**src/rtl/dco_pkg.sv**
```systemverilog
package dco_pkg;
  localparam int unsigned NUM_W_DEF  = 40;
  localparam int unsigned STEP_W_DEF = 38;
  localparam int unsigned SYNC_DEF   = 2;

  typedef struct packed {
    logic up;
    logic dn;
  } step_req_t;
endpackage

```
**src/rtl/dco_pin_edge.sv**
```systemverilog
module dco_pin_edge #(
  parameter int unsigned NPIN   = 2,
  parameter int unsigned STAGES = dco_pkg::SYNC_DEF
) (
  input  logic            clk_i,
  input  logic            rst_ni,
  input  logic [NPIN-1:0] pin_i,
  output logic [NPIN-1:0] rise_o
);
  localparam int unsigned DEPTH = STAGES + 1;

  for (genvar p = 0; p < NPIN; p++) begin : g_pin
    logic [DEPTH-1:0] sh_q;
    always_ff @(posedge clk_i or negedge rst_ni) begin
      if (!rst_ni) sh_q <= '0;
      else         sh_q <= {sh_q[DEPTH-2:0], pin_i[p]};
    end
    assign rise_o[p] = sh_q[DEPTH-2] & ~sh_q[DEPTH-1];

    // one request per pulse
    assert_single_req_R5: assert property (@(posedge clk_i) disable iff (!rst_ni)
      rise_o[p] |=> !rise_o[p]);
  end
endmodule

```
**src/rtl/dco_step_arb.sv**
```systemverilog
module dco_step_arb (
  input  logic               clk_i,
  input  logic               rst_ni,
  input  logic               active_i,
  input  logic               sw_upd_i,
  input  logic               sw_dir_i,
  input  logic               pin_up_i,
  input  logic               pin_dn_i,
  output dco_pkg::step_req_t req_o
);
  logic up_any, dn_any;

  assign up_any = (sw_upd_i & ~sw_dir_i) | pin_up_i;
  assign dn_any = (sw_upd_i &  sw_dir_i) | pin_dn_i;

  // opposing requests cancel
  assign req_o.up = active_i & up_any & ~dn_any;
  assign req_o.dn = active_i & dn_any & ~up_any;

  assert_req_onehot_R6: assert property (@(posedge clk_i) disable iff (!rst_ni)
    $onehot0({req_o.up, req_o.dn}));
  assert_idle_no_req_R9: assert property (@(posedge clk_i) disable iff (!rst_ni)
    !active_i |-> !(req_o.up || req_o.dn));
endmodule

```
**src/rtl/dco_offset_acc.sv**
```systemverilog
module dco_offset_acc #(
  parameter int unsigned NUM_W  = dco_pkg::NUM_W_DEF,
  parameter int unsigned STEP_W = dco_pkg::STEP_W_DEF
) (
  input  logic               clk_i,
  input  logic               rst_ni,
  input  logic               active_i,
  input  dco_pkg::step_req_t req_i,
  input  logic [STEP_W-1:0]  step_i,
  input  logic [NUM_W-1:0]   base_i,
  output logic [NUM_W-1:0]   num_o
);
  localparam int unsigned OFS_W = NUM_W + 1;
  localparam logic signed [OFS_W:0] SAT_HI = {2'b00, {(OFS_W-1){1'b1}}};
  localparam logic signed [OFS_W:0] SAT_LO = {2'b11, {(OFS_W-1){1'b0}}};

  logic signed [OFS_W-1:0] ofs_q;
  logic signed [OFS_W:0]   ofs_x, stp_x, sum, raw;
  logic        [NUM_W-1:0] num_q, num_d;

  assign ofs_x = {ofs_q[OFS_W-1], ofs_q};
  assign stp_x = $signed({{(OFS_W+1-STEP_W){1'b0}}, step_i});

  always_comb begin
    sum = ofs_x;
    if (req_i.up)      sum = ofs_x + stp_x;
    else if (req_i.dn) sum = ofs_x - stp_x;
    if (sum > SAT_HI)      sum = SAT_HI;
    else if (sum < SAT_LO) sum = SAT_LO;
  end

  always_ff @(posedge clk_i or negedge rst_ni) begin
    if (!rst_ni)        ofs_q <= '0;
    else if (!active_i) ofs_q <= '0;
    else                ofs_q <= sum[OFS_W-1:0];
  end

  assign raw = $signed({2'b00, base_i}) + ofs_x;

  always_comb begin
    if (raw[OFS_W])        num_d = '0;
    else if (raw[OFS_W-1]) num_d = '1;
    else                   num_d = raw[NUM_W-1:0];
  end

  always_ff @(posedge clk_i or negedge rst_ni) begin
    if (!rst_ni) num_q <= '0;
    else         num_q <= num_d;
  end
  assign num_o = num_q;

  assert_hold_no_req_R6: assert property (@(posedge clk_i) disable iff (!rst_ni)
    (active_i && !req_i.up && !req_i.dn) |=> $stable(ofs_q));
  assert_sat_hi_R7: assert property (@(posedge clk_i) disable iff (!rst_ni)
    (active_i && req_i.up && ofs_x == SAT_HI) |=> ofs_x == SAT_HI);
  assert_sat_lo_R7: assert property (@(posedge clk_i) disable iff (!rst_ni)
    (active_i && req_i.dn && ofs_x == SAT_LO) |=> ofs_x == SAT_LO);
  assert_up_grows_R3: assert property (@(posedge clk_i) disable iff (!rst_ni)
    (active_i && req_i.up) |=> ofs_q >= $past(ofs_q));
  assert_idle_zero_R9: assert property (@(posedge clk_i) disable iff (!rst_ni)
    !active_i |=> ofs_q == '0);
endmodule

```
**src/rtl/dco_step_ctrl.sv**
```systemverilog
module dco_step_ctrl #(
  parameter int unsigned NUM_W  = dco_pkg::NUM_W_DEF,
  parameter int unsigned STEP_W = dco_pkg::STEP_W_DEF,
  parameter int unsigned SYNC_N = dco_pkg::SYNC_DEF
) (
  input  logic              clk_i,
  input  logic              rst_ni,
  input  logic              mode_en_i,
  input  logic              pin_en_i,
  input  logic [STEP_W-1:0] step_i,
  input  logic              sw_upd_i,
  input  logic              sw_dir_i,
  input  logic              inc_pin_i,
  input  logic              dec_pin_i,
  input  logic              locked_i,
  input  logic [NUM_W-1:0]  base_num_i,
  input  logic              stat_i,
  output logic              stat_o,
  output logic [NUM_W-1:0]  num_o
);
  logic               en_d_q, act_q;
  logic [1:0]         rise;
  dco_pkg::step_req_t req;

  // arm only on an enable edge seen while locked
  always_ff @(posedge clk_i or negedge rst_ni) begin
    if (!rst_ni) begin
      en_d_q <= 1'b0;
      act_q  <= 1'b0;
    end else begin
      en_d_q <= mode_en_i;
      if (!mode_en_i)                         act_q <= 1'b0;
      else if (!en_d_q && locked_i)           act_q <= 1'b1;
    end
  end

  dco_pin_edge #(.NPIN(2), .STAGES(SYNC_N)) u_edge (
    .clk_i  (clk_i),
    .rst_ni (rst_ni),
    .pin_i  ({dec_pin_i, inc_pin_i}),
    .rise_o (rise)
  );

  dco_step_arb u_arb (
    .clk_i    (clk_i),
    .rst_ni   (rst_ni),
    .active_i (act_q),
    .sw_upd_i (sw_upd_i),
    .sw_dir_i (sw_dir_i),
    .pin_up_i (rise[0] & pin_en_i),
    .pin_dn_i (rise[1] & pin_en_i),
    .req_o    (req)
  );

  dco_offset_acc #(.NUM_W(NUM_W), .STEP_W(STEP_W)) u_acc (
    .clk_i    (clk_i),
    .rst_ni   (rst_ni),
    .active_i (act_q),
    .req_i    (req),
    .step_i   (step_i),
    .base_i   (base_num_i),
    .num_o    (num_o)
  );

  assign stat_o = stat_i & ~pin_en_i;

  assert_arm_locked_R2: assert property (@(posedge clk_i) disable iff (!rst_ni)
    $rose(act_q) |-> $past(locked_i) && $past(mode_en_i) && !$past(en_d_q));
  assert_pin_gate_R4: assert property (@(posedge clk_i) disable iff (!rst_ni)
    (!pin_en_i && !sw_upd_i) |-> !(req.up || req.dn));
  assert_stat_mute_R10: assert property (@(posedge clk_i) disable iff (!rst_ni)
    pin_en_i |-> !stat_o);
endmodule

```
**config.mk**
```make
export PLATFORM = sky130hd
export DESIGN_NAME = dco_step_ctrl
export DESIGN_NICKNAME = d
export VERILOG_FILES = /design/src/rtl/dco_pkg.sv /design/src/rtl/dco_pin_edge.sv /design/src/rtl/dco_step_arb.sv /design/src/rtl/dco_offset_acc.sv /design/src/rtl/dco_step_ctrl.sv
export SDC_FILE = /design/constraint.sdc
export NUM_CORES = 1
export LEC_CHECK = 0
export BUFFER_PORTS_ARGS = -buffer_cell sky130_fd_sc_hd__buf_4
export CAP_MARGIN = 20
export CORE_MARGIN = 1.5
export CORE_UTILIZATION = 40
export CTS_CLUSTER_SIZE = 30
export DETAILED_ROUTE_END_ITERATION = 6
export GPL_ROUTABILITY_DRIVEN = 0
export PLACE_DENSITY_LB_ADDON = 0.05
export SETUP_SLACK_MARGIN = 0.05
export SYNTH_ARGS = -nofsm -noshare
export SYNTH_HDL_FRONTEND = slang
export SYNTH_SLANG_ARGS = --single-unit
```
**constraint.sdc**
```tcl
create_clock -name clk_i -period 3.04 [get_ports clk_i]
set_clock_uncertainty 0.1 [all_clocks]
set_input_delay 0.608 -clock clk_i [delete_from_list [all_inputs] [get_ports clk_i]]
set_output_delay 0.608 -clock clk_i [all_outputs]
set_load 0.05 [all_outputs]
```
# Word-level counts from Yosys, hierarchy flattened
# Index checks and enable logic that the tools add are counted.
# totals
reg_bits	89
input_bits	88
out_inout_bits	41
elab_cells	42
# op_classes
n_addsub	3
order_cmp	2
n_eq_ne	1
n_mux	9
n_bitwise	19
reduce_logical	2
# ops
operator	n
41-bit two-way mux	3
42-bit two-way mux	2
40-bit two-way mux	2
41-bit by 39-bit adder with 42-bit output	1
41-bit by 41-bit adder with 42-bit output	1
42-bit by 41-bit greater-than comparator with 1-bit output (second input constant)	1
42-bit by 41-bit < comparator with 1-bit output (second input constant)	1
41-bit by 39-bit subtractor with 42-bit output	1
1-bit AND	11
1-bit NOT	6
1-bit two-way mux	2
2-bit by 1-bit inequality test with 1-bit output (second input constant)	1
1-bit OR	2
1-bit logical AND	1
1-bit logical NOT	1

# Depth between registers and ports, before layout
# logic_depth
depth_word	12
depth_mapped	15
ltp_nobuf	14

# Hierarchy
# From an unflattened synthesis, not the netlist that was laid out.
# hier_totals
hier_cells	1284
area_unflattened_um2	9860.7
# modules_own_cells
mod	instances	cells_per_inst	area_per_inst_um2	seq_area_each_um2
dco_offset_acc	1	1263	9546.7	2026.9
dco_pin_edge	1	8	177.7	150.1
dco_step_ctrl	1	7	90.1	50.0
dco_step_arb	1	6	46.3	0.0

# Worst setup path after synthesis
# No wires, ideal clock.
# synth_path
path_type	in2reg
start	input step_i[8]
end	register u_acc.ofs_q[9]
setup_time_ps	92
arrival_time_ps	3392
required_time_ps	2848
slack_ps	-544
stages	14
n_path_buf	2
path_cell_list	inv_1 ha_1 buf_4 or2_4 nand3b_4 a2111oi_4 a2111oi_4 or4b_1 nand3_2 a221o_1 and3_4 o31ai_4 buf_6 o31ai_2
# synth_via
elab_chain_len	7
elab_cells_between_ends	9
classes_between	2 x add/sub; 2 x order compare; 5 x mux
# synth_rtl
item	line_no	source
start: declaration	dco_step_ctrl.sv:10	input logic [STEP_W-1:0] step_i,
41-bit by 39-bit subtractor with 42-bit output	dco_offset_acc.sv:27	else if (req_i.dn) sum = ofs_x - stp_x;
42-bit two-way mux	dco_offset_acc.sv:27	
42-bit two-way mux *	dco_offset_acc.sv:26	if (req_i.up) sum = ofs_x + stp_x;
42-bit by 41-bit < comparator with 1-bit output	dco_offset_acc.sv:29	else if (sum < SAT_LO) sum = SAT_LO;
41-bit two-way mux	dco_offset_acc.sv:29	
41-bit two-way mux *	dco_offset_acc.sv:28	if (sum > SAT_HI) sum = SAT_HI;
41-bit two-way mux *	dco_offset_acc.sv:34	else if (!active_i) ofs_q <= '0;
end signal: assignment	dco_offset_acc.sv:35	else ofs_q <= sum[OFS_W-1:0];
end: declaration	dco_offset_acc.sv:17	logic signed [OFS_W-1:0] ofs_q;
# Every way passes the cells marked *; elsewhere a longest branch is shown, timed or not.
# A chain may end at the register's enable or synchronous reset.

# Final worst setup path
# layout_path
start	register u_acc.ofs_q[14]
end	register u_acc.ofs_q[28]
# layout_via
elab_chain_len	7
elab_cells_between_ends	9
classes_between	2 x add/sub; 2 x order compare; 5 x mux
# layout_rtl
item	line_no
41-bit by 39-bit subtractor with 42-bit output	dco_offset_acc.sv:27
42-bit two-way mux	dco_offset_acc.sv:27
42-bit two-way mux *	dco_offset_acc.sv:26
42-bit by 41-bit < comparator with 1-bit output	dco_offset_acc.sv:29
41-bit two-way mux	dco_offset_acc.sv:29
41-bit two-way mux *	dco_offset_acc.sv:28
41-bit two-way mux *	dco_offset_acc.sv:34
# Marked as above.

==> metrics <==
critical-path cell list=ha_1 -> a21oi_1 -> a21oi_1 -> a311oi_1 -> o211ai_1 -> nand2_1 -> o31ai_2 -> and3_4 -> nand2_2 -> mux2i_4 -> buf_4 -> buf_12 -> a31oi_1; Final Hold Viols=0; CP Class=reg2reg; DR pass1 iterations=5; DRC Markers=0; largest net degree at the start of global routing=51; Crit path top cell by count=a21oi_1; Clock Path Buffers=2; vias in the first global route=11,900; Vias per Instance=5.69; latest clock arrival within the worst-skew pair=360 ps; Worst setup EP type=flop; worst reg2reg startpoint=u_acc.ofs_q[14]; gate count of the mapped netlist=1,309; number of synthesized register bits=89; setup_tns=-21,480 ps; CTS buffer count=9; DP HPWL=31,400 µm; # fillers=2,226; antenna violations before repair=0; Clock H-tree levels=3; max incr delay on CP=460 ps; register area share after synthesis=22.0%; failing checks=setup timing; synth warn=0; IO Count=129; critical path data required time=3170 ps; startpoint types=flop; worst hold path type=in2async; MaxCap Viol Count=0; RSZ-0062 raised after global routing=true; CTS sink cnt=89; status=complete, but fails checks; minimum hold slack=164 ps; Std-Cell Rows=58; CTS tree=done; Slew headroom=59.3%; asr flop ratio synth=100%; ANT cells=0; CP arrival=3580 ps; # port buffers=128; Die Width=162 µm; storage element area=2240 µm²; reg2reg end=u_acc.ofs_q[28]; CP max stage cell=dfrtp_2; syn avg cell area=7.75 µm²; Synth cell types=93; Hold Buf Count CTS=0; clock-pin transition on the worst setup and hold timing paths=80 ps; reg-to-reg setup timing slack=-400 ps; Die ar.=26,300 µm²; core area=25,000 µm²; Final Power=5.03 mW; Post-DP Area=14,900 µm²; Post-Syn Area=10,100 µm²; Initial Util=40.5%; clock root buffer=clkbuf_16; Total Routed Length=40,600 µm; GRT Util Overall=30.5%; antenna-violating nets left=0; Fmax achieved=0.290 GHz; worst-case reg-to-reg path depth=13; Die Y=162 µm; crit-path max FO=16; post-route setup slack=-402 ps; net count reported at finish=2,040; total grt overflow=0; via count=12,300; top_reg_cell synth=dfrtp_1; Lkg Pwr=7.72 nW; fin. max-slew vios=0; synthesis-to-layout area growth=58.1%; final instance area=16,000 µm²; Slew @ Worst Pin=610 ps; First DRT Iteration DRCs=1,048; Post-synth EDFFs=0; min cycle time layout=3440 ps; Max rail drop VDD=393 µV; Pwr Density=314 nW/µm²; Net Count, Synth=1,516; first-pass GRT wire length=63,000 µm; Multi-input gate area=8060 µm²; fraction of layout instances using a drive strength above 1=42.5%; Routed WL per cell=18.7 µm; fin crit share=113%; Final Setup Violations=80
area by class of cell:
cell class / instances / share of cell area, %
repair buffers: 581 / 28.9
clock buffers: 10 / 1.43
well taps: 330 / 2.58
clock inverters: 5 / 0.507
inverters: 98 / 2.32
multi-input cells: 1054 / 50.3
flip-flops and latches: 89 / 13.9
registers in the layout, summed over array words and instances, names as in the netlist:
signal,flops
u_edge.g_pin.sh_q,6
en_d_q,1
u_acc.num_o,40
act_q,1
u_acc.ofs_q,41
synthesized netlist by cell type, types with 13 or more instances:
cell type,number,share of area (%)
a221oi_1,22,1.9
nor2_1,103,3.8
o22ai_1,35,2.2
ha_1,116,14
nand2b_1,17,1.0
o31ai_1,20,1.5
o211ai_1,13,0.96
inv_1,88,3.3
o21a_1,13,0.96
nor3_1,27,1.3
xor2_1,17,1.5
clkbuf_1,46,1.7
nor2b_1,20,1.2
o21bai_1,16,1.2
nand2_1,76,2.8
and3_1,17,1.0
o21ai_1,17,0.84
dfrtp_1,89,22
a21o_1,34,2.5
xnor2_1,22,1.9
a211oi_1,19,1.4
o21ai_0,68,3.4
nand3_1,30,1.5
a21oi_1,177,8.7
a31oi_1,25,1.5
cell families after synthesis:
logic type,Yosys count,share of synthesized area (%)
mux,7,0.740
xor+xnor,39,3.37
compound gates,550,35.9
flops,89,22.0
simple gates,339,16.6
fa+ha+maj,119,14.9
buf+inv,166,6.58
worst max-delay path by stage:
stage | from | to | slack, ps
6_report | u_acc.ofs_q[14] | u_acc.ofs_q[28] | -400
5_1_grt | u_acc.ofs_q[14] | u_acc.ofs_q[12] | -470
2_1_floorplan | step_i[1] | u_acc.ofs_q[9] | -230
4_1_cts | u_acc.ofs_q[3] | u_acc.ofs_q[9] | -320
3_3_place_gp | step_i[1] | u_acc.ofs_q[38] | -680
3_5_place_dp | step_i[1] | u_acc.ofs_q[8] | -680
routing by layer:
layer	GRT usage, %	wire length [µm]	share of wire (%)
met2	47.1	17700	44
met1	42.4	18000	44
met3	7.53	4090	10
met5	0	0	0
met4	7.55	808	2.0
worst max-delay path, delay by kind of cell (launching register included):
family | cells | cell delay (ps)
fa+ha+maj | 1 | 330
flops | 1 | 460
compound gates | 6 | 1370
mux | 1 | 260
simple gates | 3 | 470
buf+inv | 2 | 300
placed cells by master, fill, tap and decap left out, types with 17 or more instances in the layout:
cell type,instances
xor2_1,17
o21ai_0,63
dfrtp_1,82
nor2_1,98
a21oi_1,124
a21oi_2,50
a31oi_1,18
ha_1,97
nand3_1,29
nor2b_1,17
inv_1,83
nand2_1,75
a221oi_1,21
buf_4,554
o22ai_1,35
a21o_1,34
nor3_1,21
xnor2_1,22
what timing repair did:
| item | 4_1_cts | 5_1_grt |
|---|---|---|
| gates resized for setup | 53 | 55 |
| setup endpoints to repair | 81 | 81 |
| pin swaps | 8 | 10 |
| setup buffers | 15 | 6 |
| cloned | 3 | 4 |
where the power goes:
group | switching [mW] | total [mW] | leakage (nW) | internal (mW)
sequential | 0.0611 | 1.36 | 1.11 | 1.30
clock | 0.495 | 1.21 | 0.149 | 0.717
combinational | 1.37 | 2.45 | 6.46 | 1.08
total | 1.92 | 5.03 | 7.72 | 3.10
per-stage QoR:
step	cells	util (%)	worst slack, ps
floorplan	1309	-	-230
global placement	2124	59.6	-677
detailed placement	2124	59.6	-684
CTS	2157	62.6	-321
global route	2167	64.0	-469
finish	2167	64.0	-402
Power figures use the tool's default switching activity.
